### config.mk
export PLATFORM = sky130hd
export DESIGN_NAME = can_err_irq_tracker
export DESIGN_NICKNAME = d
export VERILOG_FILES = /design/src/rtl/can_err_pkg.sv /design/src/rtl/can_fc_resolve.sv /design/src/rtl/can_ferr_flags.sv /design/src/rtl/can_irq_mask.sv /design/src/rtl/can_err_irq_tracker.sv
export SDC_FILE = /design/constraint.sdc
export NUM_CORES = 1
export LEC_CHECK = 0
export BUFFER_PORTS_ARGS = -buffer_cell sky130_fd_sc_hd__buf_4
export CORE_ASPECT_RATIO = 0.75
export CORE_UTILIZATION = 40
export CTS_BUF_LIST = sky130_fd_sc_hd__clkbuf_16
export CTS_CLUSTER_SIZE = 10
export DETAILED_ROUTE_END_ITERATION = 10
export PLACE_DENSITY = 0.79
export SLEW_MARGIN = 20
export SYNTH_ARGS = -nofsm -noshare
export SYNTH_HDL_FRONTEND = slang
export SYNTH_SLANG_ARGS = --single-unit
### constraint.sdc
create_clock -name clk_i -period 1 [get_ports clk_i]
set_input_delay 0.05 -clock clk_i [delete_from_list [all_inputs] [get_ports clk_i]]
set_output_delay 0.05 -clock clk_i [all_outputs]
set_load 0.01 [all_outputs]
### src/rtl/can_err_pkg.sv
package can_err_pkg;
    localparam int STAT_W     = 32;
    localparam int NUM_MBX    = 16;
    localparam int NUM_STATE  = 4;
    localparam int NUM_AUX    = 4;
    localparam int NUM_FERR   = 5;
    localparam int MBX_LO     = 0;
    localparam int STATE_LO   = 16;
    localparam int AUX_LO     = 20;
    localparam int FERR_LO    = 24;
    localparam int ADDR_W     = 3;

    // one-hot state indices inside the state field
    localparam int ST_ACTIVE  = 0;
    localparam int ST_WARN    = 1;
    localparam int ST_PASSIVE = 2;
    localparam int ST_BOFF    = 3;

    localparam logic [ADDR_W-1:0] A_STATUS  = 3'd0;
    localparam logic [ADDR_W-1:0] A_MASK    = 3'd1;
    localparam logic [ADDR_W-1:0] A_MSET    = 3'd2;
    localparam logic [ADDR_W-1:0] A_MCLR    = 3'd3;
    localparam logic [ADDR_W-1:0] A_ERRCNT  = 3'd4;

    localparam int ECR_REC_LO = 0;
    localparam int ECR_TEC_LO = 16;
endpackage

### src/rtl/can_fc_resolve.sv
module can_fc_resolve
    import can_err_pkg::*;
#(
    parameter int TEC_W       = 9,
    parameter int REC_W       = 8,
    parameter int WARN_LIM    = 96,
    parameter int PASSIVE_LIM = 127,
    parameter int BOFF_LIM    = 255
) (
    input  logic                 clk_i,
    input  logic                 rst_ni,
    input  logic [TEC_W-1:0]     tec_i,
    input  logic [REC_W-1:0]     rec_i,
    output logic [NUM_STATE-1:0] state_o,
    output logic [TEC_W-1:0]     tec_o,
    output logic [REC_W-1:0]     rec_o
);
    typedef struct packed {
        logic [NUM_STATE-1:0] state;
        logic [TEC_W-1:0]     tec;
        logic [REC_W-1:0]     rec;
    } fc_t;

    fc_t fc_d, fc_q;

    logic over_boff, over_pass, over_warn;

    always_comb begin
        over_boff = 32'(tec_i) > 32'(BOFF_LIM);
        over_pass = (32'(tec_i) > 32'(PASSIVE_LIM)) || (32'(rec_i) > 32'(PASSIVE_LIM));
        over_warn = (32'(tec_i) >= 32'(WARN_LIM)) || (32'(rec_i) >= 32'(WARN_LIM));
        fc_d       = fc_q;
        fc_d.tec   = tec_i;
        fc_d.rec   = rec_i;
        fc_d.state = '0;
        if (over_boff)      fc_d.state[ST_BOFF]    = 1'b1;
        else if (over_pass) fc_d.state[ST_PASSIVE] = 1'b1;
        else if (over_warn) fc_d.state[ST_WARN]    = 1'b1;
        else                fc_d.state[ST_ACTIVE]  = 1'b1;
    end

    always_ff @(posedge clk_i or negedge rst_ni) begin
        if (!rst_ni) begin
            fc_q       <= '0;
            fc_q.state <= NUM_STATE'(1) << ST_ACTIVE;
        end else begin
            fc_q <= fc_d;
        end
    end

    assign state_o = fc_q.state;
    assign tec_o   = fc_q.tec;
    assign rec_o   = fc_q.rec;


    state_onehot_chk: assert property (@(posedge clk_i) disable iff (!rst_ni)
        $countones(fc_q.state) == 1);


    boff_follow_chk: assert property (@(posedge clk_i) disable iff (!rst_ni)
        (32'(tec_i) > 32'(BOFF_LIM)) |=> fc_q.state[ST_BOFF]);


    pass_follow_chk: assert property (@(posedge clk_i) disable iff (!rst_ni)
        ((32'(rec_i) > 32'(PASSIVE_LIM)) && (32'(tec_i) <= 32'(BOFF_LIM)))
        |=> fc_q.state[ST_PASSIVE]);
endmodule

### src/rtl/can_ferr_flags.sv
module can_ferr_flags #(
    parameter int N = 5
) (
    input  logic         clk_i,
    input  logic         rst_ni,
    input  logic [N-1:0] evt_i,
    input  logic         clr_i,
    output logic [N-1:0] flags_o
);
    typedef struct packed {
        logic [N-1:0] flags;
    } fl_t;

    fl_t fl_d, fl_q;

    always_comb begin
        fl_d = fl_q;
        for (int k = 0; k < N; k++) begin
            if (evt_i[k])      fl_d.flags[k] = 1'b1;
            else if (clr_i)    fl_d.flags[k] = 1'b0;
        end
    end

    always_ff @(posedge clk_i or negedge rst_ni) begin
        if (!rst_ni) fl_q <= '0;
        else         fl_q <= fl_d;
    end

    assign flags_o = fl_q.flags;


    evt_wins_chk: assert property (@(posedge clk_i) disable iff (!rst_ni)
        (evt_i != '0) |=> ((fl_q.flags & $past(evt_i)) == $past(evt_i)));


    clear_on_read_chk: assert property (@(posedge clk_i) disable iff (!rst_ni)
        (clr_i && evt_i == '0) |=> (fl_q.flags == '0));


    sticky_chk: assert property (@(posedge clk_i) disable iff (!rst_ni)
        (!clr_i) |=> ((fl_q.flags & $past(fl_q.flags)) == $past(fl_q.flags)));
endmodule

### src/rtl/can_irq_mask.sv
module can_irq_mask #(
    parameter int W = 32
) (
    input  logic         clk_i,
    input  logic         rst_ni,
    input  logic         set_i,
    input  logic         clr_i,
    input  logic [W-1:0] wdata_i,
    output logic [W-1:0] mask_o
);
    typedef struct packed {
        logic [W-1:0] mask;
    } mk_t;

    mk_t mk_d, mk_q;

    always_comb begin
        mk_d = mk_q;
        if (set_i)      mk_d.mask = mk_q.mask | wdata_i;
        else if (clr_i) mk_d.mask = mk_q.mask & ~wdata_i;
    end

    always_ff @(posedge clk_i or negedge rst_ni) begin
        if (!rst_ni) mk_q <= '0;
        else         mk_q <= mk_d;
    end

    assign mask_o = mk_q.mask;


    set_bits_chk: assert property (@(posedge clk_i) disable iff (!rst_ni)
        set_i |=> ((mk_q.mask & $past(wdata_i)) == $past(wdata_i)));


    clr_bits_chk: assert property (@(posedge clk_i) disable iff (!rst_ni)
        (clr_i && !set_i) |=> ((mk_q.mask & $past(wdata_i)) == '0));


    hold_chk: assert property (@(posedge clk_i) disable iff (!rst_ni)
        (!set_i && !clr_i) |=> $stable(mk_q.mask));
endmodule

### src/rtl/can_err_irq_tracker.sv
module can_err_irq_tracker
    import can_err_pkg::*;
#(
    parameter int TEC_W       = 9,
    parameter int REC_W       = 8,
    parameter int WARN_LIM    = 96,
    parameter int PASSIVE_LIM = 127,
    parameter int BOFF_LIM    = 255
) (
    input  logic                  clk_i,
    input  logic                  rst_ni,
    input  logic [TEC_W-1:0]      tec_i,
    input  logic [REC_W-1:0]      rec_i,
    input  logic [NUM_FERR-1:0]   ferr_evt_i,
    input  logic [NUM_MBX-1:0]    mbx_evt_i,
    input  logic [NUM_AUX-1:0]    aux_evt_i,
    input  logic                  reg_rd_i,
    input  logic                  reg_wr_i,
    input  logic [ADDR_W-1:0]     reg_addr_i,
    input  logic [STAT_W-1:0]     reg_wdata_i,
    output logic [STAT_W-1:0]     reg_rdata_o,
    output logic                  irq_o
);
    typedef struct packed {
        logic [NUM_MBX-1:0] mbx;
        logic [NUM_AUX-1:0] aux;
    } lv_t;

    lv_t lv_d, lv_q;

    logic [NUM_STATE-1:0] state;
    logic [TEC_W-1:0]     tec_q;
    logic [REC_W-1:0]     rec_q;
    logic [NUM_FERR-1:0]  flags;
    logic [STAT_W-1:0]    mask;
    logic [STAT_W-1:0]    status;
    logic [STAT_W-1:0]    errcnt;
    logic                 rd_status, wr_set, wr_clr;

    can_fc_resolve #(
        .TEC_W(TEC_W), .REC_W(REC_W), .WARN_LIM(WARN_LIM),
        .PASSIVE_LIM(PASSIVE_LIM), .BOFF_LIM(BOFF_LIM)
    ) u_resolve (
        .clk_i(clk_i), .rst_ni(rst_ni), .tec_i(tec_i), .rec_i(rec_i),
        .state_o(state), .tec_o(tec_q), .rec_o(rec_q)
    );

    can_ferr_flags #(.N(NUM_FERR)) u_flags (
        .clk_i(clk_i), .rst_ni(rst_ni), .evt_i(ferr_evt_i),
        .clr_i(rd_status), .flags_o(flags)
    );

    can_irq_mask #(.W(STAT_W)) u_mask (
        .clk_i(clk_i), .rst_ni(rst_ni), .set_i(wr_set), .clr_i(wr_clr),
        .wdata_i(reg_wdata_i), .mask_o(mask)
    );

    always_comb begin
        lv_d     = lv_q;
        lv_d.mbx = mbx_evt_i;
        lv_d.aux = aux_evt_i;

        rd_status = reg_rd_i && (reg_addr_i == A_STATUS);
        wr_set    = reg_wr_i && (reg_addr_i == A_MSET);
        wr_clr    = reg_wr_i && (reg_addr_i == A_MCLR);

        status = '0;
        status[MBX_LO   +: NUM_MBX]   = lv_q.mbx;
        status[STATE_LO +: NUM_STATE] = state;
        status[AUX_LO   +: NUM_AUX]   = lv_q.aux;
        status[FERR_LO  +: NUM_FERR]  = flags;

        errcnt = '0;
        errcnt[ECR_REC_LO +: REC_W] = rec_q;
        errcnt[ECR_TEC_LO +: TEC_W] = tec_q;

        unique case (reg_addr_i)
            A_STATUS: reg_rdata_o = status;
            A_MASK:   reg_rdata_o = mask;
            A_ERRCNT: reg_rdata_o = errcnt;
            default:  reg_rdata_o = '0;
        endcase

        irq_o = |(status & mask);
    end

    always_ff @(posedge clk_i or negedge rst_ni) begin
        if (!rst_ni) lv_q <= '0;
        else         lv_q <= lv_d;
    end


    irq_needs_mask_chk: assert property (@(posedge clk_i) disable iff (!rst_ni)
        irq_o |-> (mask != '0));


    mbx_mirror_chk: assert property (@(posedge clk_i) disable iff (!rst_ni)
        1'b1 |=> (status[MBX_LO +: NUM_MBX] == $past(mbx_evt_i)));


    state_kept_chk: assert property (@(posedge clk_i) disable iff (!rst_ni)
        (rd_status && $stable(tec_i) && $stable(rec_i))
        |=> (status[STATE_LO +: NUM_STATE] == $past(status[STATE_LO +: NUM_STATE])));
endmodule

==> summary.txt, run 1 <==
Floorplan
  • Die Y: 83.3 um
  • Ports: 114
  • Initial Util: 41.5%
  • Core area: 8490 um^2
  • Die X-Extent: 110 um
  • Row cnt: 29
  • DIE AREA: 9190 um^2

Drt
  • Residual DRC: 0
  • Final wirelength: 10800 um
  • Vias per cell: 4.90
  • Wire per inst: 16.3 um
  • Remaining antenna violation count: 0
  • Via count: 3263
  • DRT iter0 DRCs: 163
  • Count of TritonRoute iterations in the first routing pass: 4

Run status
  • Status: finished with violations
  • Failing checks: negative setup slack

Clock tree
  • Skew-Pair Late Insertion Delay: 0.33 ns
  • H-tree levels: 3
  • Clk slew on worst S/H paths: 0.06 ns
  • CTS tree: done
  • Root Buffer: clkbuf_16
  • Clock Sinks: 78
  • TritonCTS Buffers: 9
  • Clock tree buffer depth: 2

Place
  • I/O Buffers: 113
  • Post-DP HPWL: 7280 um
  • Cells after DPL: 571
  • Gp weighted congestion: 0.829
  • DP Area: 4830 um^2
  • Worst slack, placed: -0.359 ns

Critical path
  • Crit Path Max Fanout: 2
  • CP Launch Type: flip-flop
  • Worst Path Arrival: 1.60 ns
  • Critical path class: reg -> out
  • Data required, critical path: 0.95 ns
  • Crit end category: primary output

Layout
  • Multi-input gate area: 1400 um^2
  • P&R area growth vs syn: 72.8%
  • Share of cells above drive strength 1: 40.3%
  • Fillers: 600
  • Final Instance Area: 6080 um^2
  • Antenna diode count: 0
  • Register Area: 1950 um^2
  • Fin cells: 666
  • Final core utilization: 71.7%
  • Final nets: 634

Yosys
  • Post-synthesis cell area: 3520 um^2
  • Syn_nets: 395
  • Synth Area per Inst: 11.2 um^2
  • Synth unique cells: 33
  • Post-synthesis register bit count: 78
  • Gate Count Post-Synth: 314
  • Synth warn: 0
  • Seq/Total Area, Yosys: 55.5%

Timing
  • Final setup fails: 34
  • Hold WS: 0.00283 ns
  • F_max: 606 MHz
  • Hold Violations, Final: 0
  • Tcrit/Tclk final: 165%
  • Final worst slack: -0.651 ns
  • Worst slew margin: 75.1%
  • Clk_skew: 0 ns
  • Minimum clock period: 1.65 ns
  • Slew Viols, Final: 0
  • Unrepaired setup endpoints after global routing: yes
  • Worst slew pin tran: 0.373 ns

Power
  • Switching Share: 26.4%
  • P_int: 6.96 mW
  • Leakage power: 3.07 nW
  • Power Dens Cells: 1550 nW/um^2
  • Flop pwr share: 40.3%
  • Comb pwr share: 26.3%
  • Maximum vdd drop: 950 uV
  • Clk pwr share: 33.4%
  • Switch Pwr: 2.49 mW

Run
  • Max cap viols: 0

Global routing
  • Number of global-route vias before repair: 3403
  • All-Layer GR Usage: 24.6%
  • Grt total ovfl: 0
  • Largest net degree at the start of global routing: 27
  • Initial antenna violation count: 0
  • First-pass GRT wire length: 16600 um

Min path
  • Worst min-delay path class: in -> reg
-- per-stage QoR --
step,TNS (ns),total power [mW]
2_1_floorplan,-0.0534,4.59
3_3_place_gp,-1.52,5.59
3_5_place_dp,-1.74,5.68
4_1_cts,-10.54,9.33
5_1_grt,-12.30,9.89
6_report,-10.19,9.45
-- power by group through the flow --
stage / clock network [mW] / registers, mW / logic [mW]
3_3_place_gp: 0 / 3.77 / 1.83
3_5_place_dp: 0 / 3.80 / 1.88
5_1_grt: 3.36 / 3.84 / 2.69
2_1_floorplan: 0 / 3.77 / 0.817
6_report: 3.16 / 3.81 / 2.48
4_1_cts: 3.23 / 3.79 / 2.31
-- cell families after synthesis --
| kind of cell | after synthesis | synth area share (%) |
|---|---|---|
| compound gates | 55 | 10.8 |
| buf+inv | 43 | 7.25 |
| flops | 78 | 55.5 |
| mux | 52 | 14.8 |
| simple gates | 86 | 11.7 |
-- metal layers --
metal	routed length [um]	GRT usage (%)	vias up
li1	-	-	1545
met1	4590	30.7	1570
met3	641	5.97	20
met2	5380	41.2	128
met4	226	8.85	0
met5	0	0	-
-- cells in the final DEF, fill, tap and decap left out, types with 9 or more instances in the layout --
cell type        n
buf_4          144
dfrtp_1         77
buf_6           31
mux2i_1         45
clkbuf_16        9
a31oi_1          9
inv_1           24
nor2_1          40
nand2_2         10
nand2_1         22
dlygate4sd3_1   67
a21oi_1         16
-- critical path, cell delays in order (launching register included) --
cell	delay, ns
dfrtp_1	0.40
a22oi_1	0.24
nand2_1	0.12
a221oi_2	0.20
nand4_1	0.14
buf_4	0.17
-- Yosys cell counts --
cell type,number,area [um^2]
a21o_1,5,37.5
a21oi_1,19,95.1
a221oi_1,3,26.3
a221oi_2,1,15.0
a222oi_1,1,10.0
a22o_1,2,17.5
a22oi_1,8,60.1
a31oi_1,9,56.3
and2b_1,1,7.51
and3_1,3,18.8
buf_1,1,3.75
buf_12,1,20.0
buf_2,8,40.0
buf_4,1,7.51
buf_6,7,78.8
buf_8,1,15.0
clkbuf_1,1,3.75
dfrtp_1,77,1930
dfstp_2,1,26.3
inv_1,23,86.3
mux2i_1,52,521
nand2_1,22,82.6
nand2_2,10,62.6
nand3_1,1,5.00
nand3b_4,1,20.0
nand4_1,2,12.5
nor2_1,41,154
nor2_2,1,6.26
nor2_8,1,20.0
nor2b_1,1,6.26
o22a_1,7,61.3
or2_1,1,6.26
or3_4,1,11.3
-- layout make-up --
class / instances / area share, %
Timing Repair Buffer: 248 / 36.5
Sequential cell: 78 / 32.1
Multi-Input combinational cell: 193 / 23.0
Clock buffer: 9 / 3.70
Tap cell: 108 / 2.22
Inverter: 23 / 1.42
Clock inverter: 7 / 1.07
-- path summary, 6_finish.rpt --
kind	start	to	slack, ns	depth (start not counted)
worst min register to register	u_flags.flags_o[0]	u_flags.flags_o[0]	0.53	1
worst min-delay path	reg_wdata_i[19]	flip-flop	0.003	3
min in group asynchronous	rst_ni	async pin	0.18	2
worst max register to register	flip-flop	flip-flop	-0.02	5
max in group asynchronous	rst_ni	lv_q[3]	0.35	3
worst max-delay path	flip-flop	irq_o	-0.65	5
-- timing repair --
action,4_1_cts,5_1_grt
endpoints found under the hold margin,146,0
setup endpoints to repair,33,33
pin swaps,19,16
buffers inserted,7,15
resized for setup,39,16
hold buffers,67,0
gates cloned,0,0
(Power assumes the default switching activity.)
==> run 2: changes to the inputs <==
--- a/config.mk
+++ b/config.mk
@@ -7,11 +7,11 @@
 export LEC_CHECK = 0
 export BUFFER_PORTS_ARGS = -buffer_cell sky130_fd_sc_hd__buf_4
 export CORE_ASPECT_RATIO = 0.75
-export CORE_UTILIZATION = 40
+export CORE_UTILIZATION = 39
 export CTS_BUF_LIST = sky130_fd_sc_hd__clkbuf_16
 export CTS_CLUSTER_SIZE = 10
 export DETAILED_ROUTE_END_ITERATION = 10
-export PLACE_DENSITY = 0.79
+export PLACE_DENSITY = 0.77
 export SLEW_MARGIN = 20
 export SYNTH_ARGS = -nofsm -noshare
 export SYNTH_HDL_FRONTEND = slang
==> run 2 against run 1 <==
  * The flow finishes with violations (design-rule violations, negative setup slack)
  * Total power is 1.7% higher
  * Routed wire length is 1.1% lower
  * Sequential power hardly changed
  * First-iteration DRC count is 22% lower
  * Worst hold slack better by 0.0040 ns
  * Clock skew stayed put
  * Maximum frequency is 1.2% higher
  * Count of clock-buffer cells in the layout stayed put
  * Largest power group unchanged
  * Highest routed layer unchanged
==> summary.txt, run 2 (synthesis results as in run 1) <==
Run status
  • Status: finished with violations
  • Failing checks: design-rule violations, negative setup slack

Timing
  • Unrepaired setup endpoints after global routing: yes
  • Tcrit/Tclk final: 163% (-2.0 points)
  • Minimum clock period: 1.63 ns (-0.0200 ns)
  • Worst slew pin tran: 0.336 ns (-0.0372 ns)
  • Final worst slack: -0.631 ns (+0.0200 ns)
  • Clk_skew: 0 ns (unchanged)
  • Worst slew margin: 77.6% (+2.5 points)
  • Slew Viols, Final: 0 (unchanged)
  • Final setup fails: 36 (+5.9%)
  • F_max: 613 MHz (+1.2%)
  • Hold Violations, Final: 0 (unchanged)
  • Hold WS: 0.00685 ns (+0.00402 ns)

Min path
  • Worst min-delay path class: in -> reg

Global routing
  • Initial antenna violation count: 0 (unchanged)
  • Grt total ovfl: 0 (unchanged)
  • Number of global-route vias before repair: 3465 (+1.8%)
  • All-Layer GR Usage: 23.4% (-1.2 points)
  • First-pass GRT wire length: 16700 um (+0.25%)
  • Largest net degree at the start of global routing: 33 (+22%)

Layout
  • Commonest non-fill, non-tap cell in the layout: buf_4
  • Final Instance Area: 6060 um^2 (-0.43%)
  • Most frequent cells in the layout: 144 x buf_4, 77 x dfrtp_1, 63 x dlygate4sd3_1
  • Fillers: 627 (+4.5%)
  • Final nets: 629 (-0.79%)
  • P&R area growth vs syn: 72.1%
  • Share of cells above drive strength 1: 40.2% (-0.11 points)
  • Antenna diode count: 0 (unchanged)

Power
  • Maximum vdd drop: 807 uV (-15%)
  • Leakage power: 3.05 nW (-0.49%)
  • Power Dens Cells: 1590 nW/um^2 (+2.1%)

Place
  • DP Area: 4850 um^2 (+0.41%)
  • Post-DP HPWL: 7210 um (-0.85%)
  • I/O Buffers: 113 (unchanged)
  • Gp weighted congestion: 0.840 (+1.3%)

Floorplan
  • Ports: 114 (unchanged)
  • Initial Util: 40.9% (-0.52 points)
  • Row cnt: 29 (unchanged)
  • DIE AREA: 9420 um^2 (+2.5%)
  • Die Y: 84.3 um (+1.2%)
  • Core area: 8600 um^2 (+1.3%)
  • Die X-Extent: 112 um (+1.3%)

Clock tree
  • Clk slew on worst S/H paths: 0.06 ns (about the same)
  • Clock tree buffer depth: 2 (unchanged)
  • Root Buffer: clkbuf_16
  • H-tree levels: 3 (unchanged)
  • CTS tree: done
  • Skew-Pair Late Insertion Delay: 0.33 ns (about the same)
  • TritonCTS Buffers: 9 (unchanged)
  • Clock Sinks: 78 (unchanged)

Drt
  • Residual DRC: 8 (+8)
  • Via count: 3243 (-0.61%)
  • Vias per cell: 4.91 (+0.29%)
  • Final wirelength: 10700 um (-1.1%)
  • Wire per inst: 16.2 um (-0.17%)
  • DRT iter0 DRCs: 127 (-22%)
  • Count of TritonRoute iterations in the first routing pass: 8 (+4)
  • Remaining antenna violation count: 0 (unchanged)

Critical path
  • Slowest stage cell, crit path: dfrtp_1
  • Crit path max-delay family: flip-flops
  • Worst path cell trace: a222oi_1, nand3_1, nor2_1, nand4_1, buf_4
  • WP buf/inv: 1 (unchanged)
  • CP Launch Type: flip-flop
  • WP depth: 5 (unchanged)
  • Worst Path Arrival: 1.58 ns (-0.02 ns)
  • Flop2flop setup slack: 0.08 ns (+0.10 ns)
  • Slowest stage delay, CP: 0.38 ns (-0.02 ns)
  • Cell count of the worst reg-to-reg path: 4 (-1)
  • CP endpoint: irq_o
  • Data required, critical path: 0.95 ns (about the same)
  • Critical path class: reg -> out
  • Crit Path Max Fanout: 2 (unchanged)
  • Crit end category: primary output

Run
  • Max cap viols: 0 (unchanged)
==> run 2: changes by cell type in the layout (fill, tap and decap cells not counted), moves of 2 or more <==
cell and delta:
a21oi_1 +3, a21oi_2 -2, buf_6 -2, dlygate4sd3_1 -4, mux2i_1 -2, mux2i_2 +2
==> run 2: how the worst min path moves through the flow <==
stage | startpoint | endpoint | slack (ns) | cells past startpoint
5_1_grt | tec_i[8] | u_resolve.state_o[0] | -0.007 | 3
6_report | tec_i[8] | u_resolve.state_o[0] | 0.007 | 3
2_1_floorplan | rst_ni | async pin | -0.25 | 0
3_5_place_dp | rst_ni | async pin | -0.03 | 1
3_3_place_gp | rst_ni | async pin | -0.04 | 1
4_1_cts | reg_wdata_i[21] | flip-flop | 0.002 | 3
==> run 2: cell type report <==
cell class / instances / area [um^2] / area share (%)
clock buffers: 9 / 225 / 3.72
clock inverters: 6 / 78.8 / 1.30
inverters: 23 / 86.3 / 1.43
multi-input cells: 193 / 1400 / 23.1
flip-flops and latches: 78 / 1950 / 32.2
well taps: 108 / 135 / 2.23
repair buffers: 243 / 2180 / 36.0
==> run 2: per-layer routing <==
| layer | GRT usage (%) | part of all wire, % | vias to the layer above |
|---|---|---|---|
| met5 | 0 | 0 | - |
| met4 | 7.86 | 2.2 | 0 |
| met3 | 6.43 | 5.4 | 24 |
| met2 | 40.9 | 51 | 123 |
| met1 | 28.0 | 42 | 1558 |
| li1 | - | - | 1538 |
==> run 2: timing repair <==
item	4_1_cts	5_1_grt
resized for setup	38	12
endpoints found under the setup margin	33	36
pin swaps	17	18
hold endpoints to repair	142	5
hold buffers	63	3
setup buffers	5	12
==> run 2: report_power, final <==
part | switching (mW) | internal, mW | total, mW
clock network | 1.19 | 2.14 | 3.33
registers | 0.259 | 3.53 | 3.79
logic | 0.978 | 1.50 | 2.48
==> run 2: per-stage QoR <==
| step | setup TNS (ns) | setup WS, ns | total power, mW | std cells | utilization, % |
|---|---|---|---|---|---|
| after CTS | -10.91 | -0.657 | 9.48 | 652 | 69.2 |
| after global placement | -1.53 | -0.334 | 5.62 | 572 | 56.4 |
| after floorplan | -0.0534 | -0.0534 | 4.59 | 314 | - |
| after detailed placement | -1.77 | -0.373 | 5.70 | 572 | 56.4 |
| after global routing | -12.91 | -0.856 | 10.1 | 660 | 70.4 |
| final | -10.75 | -0.631 | 9.60 | 660 | 70.4 |
==> run 2: tightest hold or removal path: cells and delay by family <==
| kind | cells | cell delay [ns] |
|---|---|---|
| simple gates | 1 | 0.14 |
| buf+inv | 1 | 0.09 |
| compound gates | 1 | 0.04 |
